File: src/rtl/obd_pkg.sv
package obd_pkg;
    localparam int DW       = 32;
    localparam int RA_LO    = 22;
    localparam int RB_LO    = 17;
    localparam int RC_LO    = 12;
    localparam int OP_LO    = 27;
    localparam int OP_W     = 5;
    localparam int C1_SIGN  = 21;
    localparam int C2_SIGN  = 16;
    localparam int CND_W    = 3;

    typedef enum logic [3:0] {
        ALU_ADD  = 4'd0,
        ALU_SUB  = 4'd1,
        ALU_AND  = 4'd2,
        ALU_OR   = 4'd3,
        ALU_SHR  = 4'd4,
        ALU_SHRA = 4'd5,
        ALU_SHL  = 4'd6,
        ALU_ROL  = 4'd7,
        ALU_NOT  = 4'd8,
        ALU_NEG  = 4'd9,
        ALU_PASS = 4'd10,
        ALU_INC4 = 4'd11
    } alu_op_e;

    typedef enum logic [1:0] {
        MEM_IDLE  = 2'd0,
        MEM_READ  = 2'd1,
        MEM_WRITE = 2'd2
    } mem_state_e;
endpackage

File: src/rtl/obd_regfile.sv
module obd_regfile #(
    parameter int NREG   = 32,
    parameter int WIDTH  = 32,
    localparam int IDX_W = $clog2(NREG)
) (
    input  logic             clk,
    input  logic             clr_all,
    input  logic             we,
    input  logic [IDX_W-1:0] idx,
    input  logic [WIDTH-1:0] wdata,
    output logic [WIDTH-1:0] rdata
);
    logic [WIDTH-1:0] regs [NREG];

    always_ff @(posedge clk) begin
        if (clr_all) begin
            for (int i = 0; i < NREG; i++) regs[i] <= '0;
        end else if (we) begin
            regs[idx] <= wdata;
        end
    end

    assign rdata = regs[idx];
endmodule

File: src/rtl/obd_alu.sv
module obd_alu
    import obd_pkg::*;
(
    input  logic [3:0]    op,
    input  logic [DW-1:0] a,
    input  logic [DW-1:0] b,
    output logic [DW-1:0] y
);
    always_comb begin
        unique case (op)
            ALU_ADD:  y = a + b;
            ALU_SUB:  y = a - b;
            ALU_AND:  y = a & b;
            ALU_OR:   y = a | b;
            ALU_SHR:  y = {1'b0, b[DW-1:1]};
            ALU_SHRA: y = {b[DW-1], b[DW-1:1]};
            ALU_SHL:  y = {b[DW-2:0], 1'b0};
            ALU_ROL:  y = {b[DW-2:0], b[DW-1]};
            ALU_NOT:  y = ~b;
            ALU_NEG:  y = '0 - b;
            ALU_PASS: y = b;
            ALU_INC4: y = b + DW'(4);
            default:  y = '0;
        endcase
    end
endmodule

File: src/rtl/obd_cond.sv
module obd_cond
    import obd_pkg::*;
(
    input  logic [CND_W-1:0] code,
    input  logic [DW-1:0]    val,
    output logic             take
);
    always_comb begin
        unique case (code)
            3'd1:    take = 1'b1;
            3'd2:    take = (val == '0);
            3'd3:    take = (val != '0);
            3'd4:    take = ~val[DW-1];
            3'd5:    take = val[DW-1];
            default: take = 1'b0;
        endcase
    end
endmodule

File: src/rtl/obd_shcnt.sv
module obd_shcnt #(
    parameter int W = 5
) (
    input  logic         clk,
    input  logic         rst,
    input  logic         ld,
    input  logic         dec,
    input  logic [W-1:0] din,
    output logic [W-1:0] cnt,
    output logic         zero
);
    always_ff @(posedge clk) begin
        if (rst)                   cnt <= '0;
        else if (ld)               cnt <= din;
        else if (dec && cnt != '0) cnt <= cnt - W'(1);
    end

    assign zero = (cnt == '0);
endmodule

File: src/rtl/obd_memport.sv
module obd_memport
    import obd_pkg::*;
(
    input  logic clk,
    input  logic rst,
    input  logic rd_req,
    input  logic wr_req,
    input  logic done,
    output logic rd_o,
    output logic wr_o,
    output logic capture
);
    mem_state_e state_q, state_d;

    always_ff @(posedge clk) begin
        if (rst) state_q <= MEM_IDLE;
        else     state_q <= state_d;
    end

    always_comb begin
        state_d = state_q;
        rd_o    = 1'b0;
        wr_o    = 1'b0;
        capture = 1'b0;
        unique case (state_q)
            MEM_IDLE: begin
                if (rd_req)      state_d = MEM_READ;
                else if (wr_req) state_d = MEM_WRITE;
            end
            MEM_READ: begin
                rd_o = 1'b1;
                if (done) begin
                    capture = 1'b1;
                    state_d = MEM_IDLE;
                end
            end
            MEM_WRITE: begin
                wr_o = 1'b1;
                if (done) state_d = MEM_IDLE;
            end
            default: state_d = MEM_IDLE;
        endcase
    end
endmodule

File: src/rtl/onebus_datapath.sv
module onebus_datapath
    import obd_pkg::*;
#(
    parameter int NREG  = 32,
    parameter int CNT_W = 5
) (
    input  logic          clk,
    input  logic          rst,
    input  logic          clr_pc,
    input  logic          clr_gpr,
    input  logic          pc_out,
    input  logic          md_out,
    input  logic          c_out,
    input  logic          r_out,
    input  logic          ba_out,
    input  logic          c1_out,
    input  logic          c2_out,
    input  logic          pc_in,
    input  logic          ir_in,
    input  logic          ma_in,
    input  logic          md_in,
    input  logic          a_in,
    input  logic          c_in,
    input  logic          r_in,
    input  logic          con_in,
    input  logic          n_ld,
    input  logic          n_dec,
    input  logic          sel_ra,
    input  logic          sel_rb,
    input  logic          sel_rc,
    input  logic [3:0]    alu_op,
    input  logic          mem_read,
    input  logic          mem_write,
    input  logic          mem_done,
    input  logic [31:0]   mem_rdata,
    output logic [31:0]   mem_addr,
    output logic [31:0]   mem_wdata,
    output logic          mem_rd,
    output logic          mem_wr,
    output logic [31:0]   bus_o,
    output logic          con_o,
    output logic          n_zero,
    output logic [4:0]    ir_op
);
    localparam int IDX_W = $clog2(NREG);

    logic [DW-1:0]    pc_q, ir_q, ma_q, md_q, a_q, c_q;
    logic [DW-1:0]    bus, alu_y, gpr_rd, c1_val, c2_val;
    logic [IDX_W-1:0] ridx;
    logic             con_q, cond_take, md_capture;
    logic [CNT_W-1:0] n_cnt;

    always_comb begin
        if (sel_ra)      ridx = ir_q[RA_LO +: IDX_W];
        else if (sel_rb) ridx = ir_q[RB_LO +: IDX_W];
        else if (sel_rc) ridx = ir_q[RC_LO +: IDX_W];
        else             ridx = '0;
    end

    assign c1_val = {{(DW-C1_SIGN-1){ir_q[C1_SIGN]}}, ir_q[C1_SIGN:0]};
    assign c2_val = {{(DW-C2_SIGN-1){ir_q[C2_SIGN]}}, ir_q[C2_SIGN:0]};

    assign bus = ({DW{pc_out}} & pc_q)
               | ({DW{md_out}} & md_q)
               | ({DW{c_out}}  & c_q)
               | ({DW{r_out}}  & gpr_rd)
               | ({DW{ba_out && (ridx != '0)}} & gpr_rd)
               | ({DW{c1_out}} & c1_val)
               | ({DW{c2_out}} & c2_val);

    obd_regfile #(.NREG(NREG), .WIDTH(DW)) u_gpr (
        .clk     (clk),
        .clr_all (clr_gpr),
        .we      (r_in),
        .idx     (ridx),
        .wdata   (bus),
        .rdata   (gpr_rd)
    );

    obd_alu u_alu (.op(alu_op), .a(a_q), .b(bus), .y(alu_y));

    obd_cond u_cond (.code(ir_q[CND_W-1:0]), .val(bus), .take(cond_take));

    obd_shcnt #(.W(CNT_W)) u_cnt (
        .clk  (clk),
        .rst  (rst),
        .ld   (n_ld),
        .dec  (n_dec),
        .din  (bus[CNT_W-1:0]),
        .cnt  (n_cnt),
        .zero (n_zero)
    );

    obd_memport u_mem (
        .clk     (clk),
        .rst     (rst),
        .rd_req  (mem_read),
        .wr_req  (mem_write),
        .done    (mem_done),
        .rd_o    (mem_rd),
        .wr_o    (mem_wr),
        .capture (md_capture)
    );

    always_ff @(posedge clk) begin
        if (rst || clr_pc) pc_q <= '0;
        else if (pc_in)    pc_q <= bus;
    end

    always_ff @(posedge clk) begin
        if (rst) begin
            ir_q  <= '0;
            ma_q  <= '0;
            md_q  <= '0;
            a_q   <= '0;
            c_q   <= '0;
            con_q <= 1'b0;
        end else begin
            if (ir_in)  ir_q <= bus;
            if (ma_in)  ma_q <= bus;
            if (a_in)   a_q  <= bus;
            if (c_in)   c_q  <= alu_y;
            if (con_in) con_q <= cond_take;
            if (md_capture) md_q <= mem_rdata;
            else if (md_in) md_q <= bus;
        end
    end

    assign mem_addr  = ma_q;
    assign mem_wdata = md_q;
    assign bus_o     = bus;
    assign con_o     = con_q;
    assign ir_op     = ir_q[OP_LO +: OP_W];
endmodule

File: config.mk
export PLATFORM = sky130hd
export DESIGN_NAME = onebus_datapath
export DESIGN_NICKNAME = d
export VERILOG_FILES = /design/src/rtl/obd_pkg.sv /design/src/rtl/obd_regfile.sv /design/src/rtl/obd_alu.sv /design/src/rtl/obd_cond.sv /design/src/rtl/obd_shcnt.sv /design/src/rtl/obd_memport.sv /design/src/rtl/onebus_datapath.sv
export SDC_FILE = /design/constraint.sdc
export NUM_CORES = 2
export LEC_CHECK = 0
export BUFFER_PORTS_ARGS = -buffer_cell sky130_fd_sc_hd__buf_2
export CORE_UTILIZATION = 45
export DETAILED_ROUTE_END_ITERATION = 16
export GPL_TIMING_DRIVEN = 0
export MAX_ROUTING_LAYER = met4
export PLACE_DENSITY_LB_ADDON = 0.08
export SLEW_MARGIN = 20
export SYNTH_ARGS = -nofsm -noshare
export SYNTH_HDL_FRONTEND = slang
export SYNTH_SLANG_ARGS = --single-unit
File: constraint.sdc
create_clock -name clk -period 9.55 [get_ports clk]
set_clock_uncertainty 0.2 [all_clocks]
set_input_delay 1.4325 -clock clk [delete_from_list [all_inputs] [get_ports clk]]
set_output_delay 1.4325 -clock clk [all_outputs]
set_load 0.02 [all_outputs]
======== Yosys cells after proc, flatten, opt, wreduce, memory -nomap -nowiden ========
Memories as Yosys holds them, arrays and structs flattened.
Index checks and enable logic that the tools add are counted.
operators by class
  multiplexer cells ....................... 25
  reduce and logical (&&, ||, !) cells .... 15
  bitwise gates (word level) .............. 17
  add/sub/neg operators ................... 5
  eq/ne operators ......................... 20
operator list
  kind                   count
  $pmux 32 s12           1
  $and 32x32->32         8
  $or 32x32->32          7
  $mux 32                3
  $add 32x3->32 const B  1
  $add 32x32->32         1
  $logic_not 32->1       1
  $not 32->32            1
  $reduce_bool 32->1     1
  $reduce_or 32->1       1
  $sub 1x32->32 const A  1
  $sub 32x32->32         1
  $mux 5                 6
  $eq 4x3->1 const B     4
  $eq 4x4->1 const B     4
  $mux 1                 10
  $reduce_bool 5->1      2
  $eq 4x2->1 const B     2
  $eq 3x2->1 const B     2
  $eq 3x3->1 const B     2
  $mux 2                 3
  $logic_not 5->1        1
  $pmux 1 s5             1
  $sub 5x1->5 const B    1
  15 further kinds       17
storage, ports and cells
  word-level logic and storage cells ...... 92
  output and inout port bits .............. 105
  register bits after elaboration ......... 200
  RAM bits ................................ 1024
  memories ................................ 1
  bits of input ports ..................... 63
memory list
  name        words  bits a word  rd ports  clocked after Yosys merged registers in  wr ports  RTL line           text
  u_gpr.regs  32     32           1         0                                        32        obd_regfile.sv:13  logic [WIDTH-1:0] regs [NREG];

======== Longest topological paths before layout ========
  word-level depth ........................ 11
  depth in mapped cells ................... 29
  gate-level depth less buffers ........... 22

======== Cells and area by module ========
From an unflattened synthesis, not the netlist that was laid out.
second synthesis, totals
  cells, all modules ...................... 5632
  area total of the unflattened synthesis .. 64042.7 µm²
modules (own cells, without submodules)
  module           area an instance (µm²)  cells an instance  instances  seq. area each (µm²)
  obd_regfile      46555.9                 3327               1          30749.5
  onebus_datapath  10482.6                 1255               1          3863.7
  obd_alu          6412.4                  980                1          0.0
  obd_shcnt        326.6                   37                 1          100.1
  obd_memport      152.6                   16                 1          40.0
  obd_cond         112.6                   17                 1          0.0

======== Worst setup path after synthesis ========
Ideal clock, no wire load.
  kind .................................... input to register
  start point ............................. in sel_rb
  end point ............................... reg c_q[26]
  path buffers ............................ 7
  stages .................................. 28
  setup slack ............................. 2.321 ns
  setup time .............................. 0.125 ns
  data required time ...................... 9.225 ns
  arrival time ............................ 6.904 ns
  cells stage by stage .................... buf_2 > nand3b_4 > a21boi_4 > buf_6 > buf_4 > buf_4 > buf_2 > mux2i_1 > a22oi_1 > o211ai_1 > o211a_1 > clkbuf_1 > clkbuf_1 > inv_1 > ha_1 > fa_1 > a21o_1 > a21oi_1 > o21ai_0 > a221o_1 > a211oi_1 > o211ai_1 > a31oi_1 > o21bai_1 > xor2_1 > a221o_1 > nor3_1 > a31oi_1
between the ends
  longest elaborated chain between the ends .. 10
  elaborated cells between the ends (all ways) .. 19
  classes of those cells .................. add/sub (4); mux (3); bitwise (9); reduce/logical (2); memory (1)
ends and longest elaborated chain
  what                                                 RTL line                                      text
  start: declaration                                   onebus_datapath.sv:29                         input logic sel_rb,
  $mux 5 (*)                                           onebus_datapath.sv:55                         else if (sel_rb) ridx = ir_q[RB_LO +: IDX_W];
  $mux 5 (*)                                           onebus_datapath.sv:54                         if (sel_ra) ridx = ir_q[RA_LO +: IDX_W];
  $mem_v2 32x32 or $reduce_bool 5->1 (tied branches)   n/a
  $and 32x32->32 or $logic_and 1x1->1 (tied branches)  onebus_datapath.sv:66, onebus_datapath.sv:67
  $or 32x32->32 or $and 32x32->32 (tied branches)      onebus_datapath.sv:66, onebus_datapath.sv:67
  $or 32x32->32 (*)                                    onebus_datapath.sv:67                         | ({DW{ba_out && (ridx != '0)}} & gpr_rd)
  $or 32x32->32 (*)                                    onebus_datapath.sv:68                         | ({DW{c1_out}} & c1_val)
  $or 32x32->32 (*)                                    onebus_datapath.sv:69                         | ({DW{c2_out}} & c2_val);
  net bus_o[0]                                         onebus_datapath.sv:40                         output logic [31:0] bus_o,
  $add 32x3->32, or another cell as far along          obd_alu.sv:22                                 ALU_INC4: y = b + DW'(4);
  $pmux 32 s12 (*)                                     obd_alu.sv:10                                 unique case (op)
  end signal: assignment                               onebus_datapath.sv:122                        if (c_in) c_q <= alu_y;
  end: declaration                                     onebus_datapath.sv:47                         logic [DW-1:0] pc_q, ir_q, ma_q, md_q, a_q, c_q;
Mark *: on every way through the listed nets, which the timed path passes. The rest lies on a longest branch.
A chain may end at the register's enable or synchronous reset.

======== Worst setup path in the final report ========
  start point ............................. in sel_ra
  end point ............................... reg c_q[26]
between the ends
  longest elaborated chain between the ends .. 9
  elaborated cells between the ends (all ways) .. 18
  classes of those cells .................. add/sub (4); mux (2); bitwise (9); reduce/logical (2); memory (1)
ends and longest elaborated chain
  what                                                 RTL line                                      text
  start: declaration                                   onebus_datapath.sv:28                         input logic sel_ra,
  $mux 5 (*)                                           onebus_datapath.sv:54
  $mem_v2 32x32 or $reduce_bool 5->1 (tied branches)   n/a
  $and 32x32->32 or $logic_and 1x1->1 (tied branches)  onebus_datapath.sv:66, onebus_datapath.sv:67
  $or 32x32->32 or $and 32x32->32 (tied branches)      onebus_datapath.sv:66, onebus_datapath.sv:67
  $or 32x32->32 (*)                                    onebus_datapath.sv:67
  $or 32x32->32 (*)                                    onebus_datapath.sv:68
  $or 32x32->32 (*)                                    onebus_datapath.sv:69
  $add 32x3->32, or another cell as far along          obd_alu.sv:22
  $pmux 32 s12 (*)                                     obd_alu.sv:10
Mark *: on every way between the ends. The rest lies on a longest branch, timed or not.

==> run_results.csv <==
group,metric,value,unit
outcome,status,"complete, but fails checks",
outcome,violations,"setup timing",
pwr,irDropWorstVdd,0.176,mV
sta,setup_tns,-0.757,ns
cts,cts_buffers,139,
floorplanning,die_y,368,um
synth,ys_ff_latch,1224,
synth,avgSynthCellArea,10.1,um2
route,vias,55600,
critical_path,end_kind,"flop",
synth,synth_seq_area_share,57.7,%
floorplanning,die_x,368,um
sta,report.final.slew_viol_count,0,
synth,synth-async-reset-ratio,0,%
floorplanning,ios,168,
cts,clk_pin_slew,0.06,ns
sta,fin_crit,9.89,ns
cts,cts_tree,"yes",
cells_and_area,nets,6471,
global_route,grtUsageTotal,47.5,%
synth,synthCells,5979,
global_route,grt_pass1_wl,424000,um
global_route,antenna_found_initial,23,
sta,max_slew_margin,5.90,%
synth,netlist_area,0.0602,mm2
critical_path,start_kind,"primary input",
cts,clock-sinks,1224,
pwr,seqPwrFrac,37.2,%
cells_and_area,final_common_cell,"nor2_1",
sta,hold_viol_final,0,
floorplanning,rows,133,
pwr,leakage,0.0269,uW
pwr,power_frac_comb,30.5,%
critical_path,cp.arrival,10.32,ns
hold_path,whs_path_depth,2,
hold_path,hold_path_class,"flop to flop",
sta,worst_slew_pin_slew,1.41,ns
placement,gp_congestion,1.06,
global_route,grt_overflow,0,
global_route,grt_max_degree,33,
route,vias_per_cell,6.79,
synth,synthDistinctLibCells,96,
cts,cts_max_path_buffers,3,
placement,port-buffer-count,159,
pwr,p_sw,6440,uW
cells_and_area,area.growth.synth_to_final,14.1,%
sta,max_freq,0.101,GHz
cells_and_area,mostFrequentLayoutCells,"nor2_1 (1348), edfxtp_1 (1024), nand2_1 (831), clkbuf_1 (311), a21oi_1 (301)",
sta,whs,0.271,ns
pwr,p_sw_share,38.5,%
floorplanning,core-area,0.132,mm2
synth,yosys_warnings,0,
route,drt-initial-drc-count,10200,
route,ant_nets,0,
cts,cts_hold_buf,0,
synth,synth_ff_type,"edfxtp_1",
route,drt_pass1_iterations,10,
critical_path,path_max_fanout,11,
critical_path,critical_path_class,"primary input to flop",
critical_path,reg2reg_depth,22,
cells_and_area,drive_gt1_share,11.2,%
run,cap_violations,0,
sta,fin_crit_sh,104,%
pwr,power_density,244,mW/mm2
synth,synth_nets,6147,
cts,clockRootBuffer,"clkbuf_16",
cts,htreeDepth,4,
critical_path,crit_required,9.98,ns
pwr,internal_power,10300,uW
pwr,p_clk_share,32.3,%
sta,timing.final.ws_setup,-0.339,ns
floorplanning,initial_core_util,45.6,%
sta,rsz0062_at_grt,"true",
floorplanning,die_area,0.135,mm2
route,wl,319000,um
global_route,grt_pass1_vias,49800,
route,drc,0,
placement,dp_slack,-2.40,ns
cts,clk_latency,0.80,ns
placement,dp_hpwl,227000,um
synth,synth-edff-count,1024,
sta,setup_viol,4,
route,wire_per_inst,39.0,um
[routing by layer]
metal | wire length, um | GRT usage (%) | vias to the layer above
met1 | 118000 | 61.1 | 27400
met5 | 0 | - | -
met3 | 49200 | 16.8 | 1097
li1 | - | - | 22200
met4 | 25000 | 29.7 | 0
met2 | 127000 | 63.0 | 4993
[kinds of logic (layout without fill, tap and decap cells)]
| logic type | count (synthesis) | after routing | synth area share (%) |
|---|---|---|---|
| adders and majority gates | 105 | 105 | 2.21 |
| other | 0 | 30 | 0 |
| and+or+nand+nor | 2620 | 2620 | 18.2 |
| muxes | 136 | 136 | 2.28 |
| DFF | 1224 | 1224 | 57.7 |
| xor gates and xnor gates | 61 | 61 | 0.887 |
| AOI/OAI and AO/OA | 1185 | 1185 | 13.7 |
| buffers and inverters | 648 | 1075 | 5.07 |
[final cells by class]
| cell class | instances | area (um2) |
|---|---|---|
| Antenna cell | 30 | 75.1 |
| Buffer | 546 | 2770 |
| Clock buffer | 185 | 3770 |
| Clock inverter | 59 | 601 |
| Fill cell | 12300 | 63400 |
| Inverter | 92 | 349 |
| Multi-Input combinational cell | 4107 | 22900 |
| Sequential cell | 1224 | 34800 |
| Tap cell | 1755 | 2200 |
| Timing Repair Buffer | 193 | 1290 |
[state kept, by name, summed over array words and instances (netlist names), 2 cells and up]
name / cells
mem_addr: 32
pc_q: 32
a_q: 32
c_q: 32
ir_q: 32
u_cnt.cnt: 5
u_mem.state_q: 2
mem_wdata: 32
u_gpr.regs: 1024
[synth_stat cells (85+ instances only)]
cell type	count	area share [%]
a211oi_1	194	2.4
a21oi_1	301	2.5
a32oi_1	120	1.7
buf_1	85	0.53
clkbuf_1	304	1.9
dfxtp_1	200	6.6
edfxtp_1	1024	51
ha_1	103	2.1
inv_1	88	0.55
mux2i_1	128	2.1
nand2_1	831	5.2
nand3_1	122	1.0
nor2_1	1356	8.4
o21ai_0	94	0.78
o22ai_1	97	1.0
[power groups by stage]
stage	clock network (uW)	logic, uW	registers (uW)
3_5_place_dp	0	4760	6340
6_report	5410	5110	6230
5_1_grt	5510	5130	6250
3_3_place_gp	0	4700	6340
4_1_cts	5330	4800	6230
2_1_floorplan	0	2450	6310
[final timing paths]
kind	startpoint	end	slack (ns)
worst min-delay path	c_q[2]$_SDFFE_PP0P_	c_q[2]$_SDFFE_PP0P_	0.27
worst min register to register	c_q[2]$_SDFFE_PP0P_	c_q[2]$_SDFFE_PP0P_	0.27
worst max-delay path	sel_ra	c_q[26]$_SDFFE_PP0P_	-0.34
worst max register to register	ir_q[13]$_SDFFE_PP0P_	c_q[26]$_SDFFE_PP0P_	0.18
[per-stage QoR]
step / power, uW / std cells / utilization [%] / area, um2
2_1_floorplan: 8760 / 5979 / - / 60200
3_3_place_gp: 11000 / 7893 / 47.9 / 63200
3_5_place_dp: 11100 / 7917 / 48.4 / 64000
4_1_cts: 16400 / 8161 / 51.8 / 68500
5_1_grt: 16900 / 8180 / 52.0 / 68700
6_report: 16700 / 8191 / 52.0 / 68700
[timing repair]
item | 4_1_cts | 5_1_grt
endpoints found under the setup margin | 20 | 10
pin swaps | 1 | 1
hold endpoints to repair | 0 | 0
buffers inserted | 5 | 5
gates resized for setup | 32 | 35
[worst max-delay path, cell delays in order]
cell and delay [ns]:
buf_2 0.16, buf_6 0.16, nor2b_4 0.12, buf_6 0.16
a31oi_4 0.58, buf_6 0.28, buf_2 0.61, a32oi_1 0.40
o22ai_1 0.44, nor4_2 0.20, nor2_1 0.81, buf_1 0.98
inv_1 0.27, ha_1 0.38, nor3_1 0.19, o21ai_0 0.13
a221o_1 0.48, a211oi_4 0.45, o211ai_1 0.42, a31oi_1 0.28
o21bai_1 0.14, xor2_1 0.19, a221o_1 0.37, nor3_1 0.45
a31oi_1 0.15
Note: power is estimated with default switching activity, not from simulation.
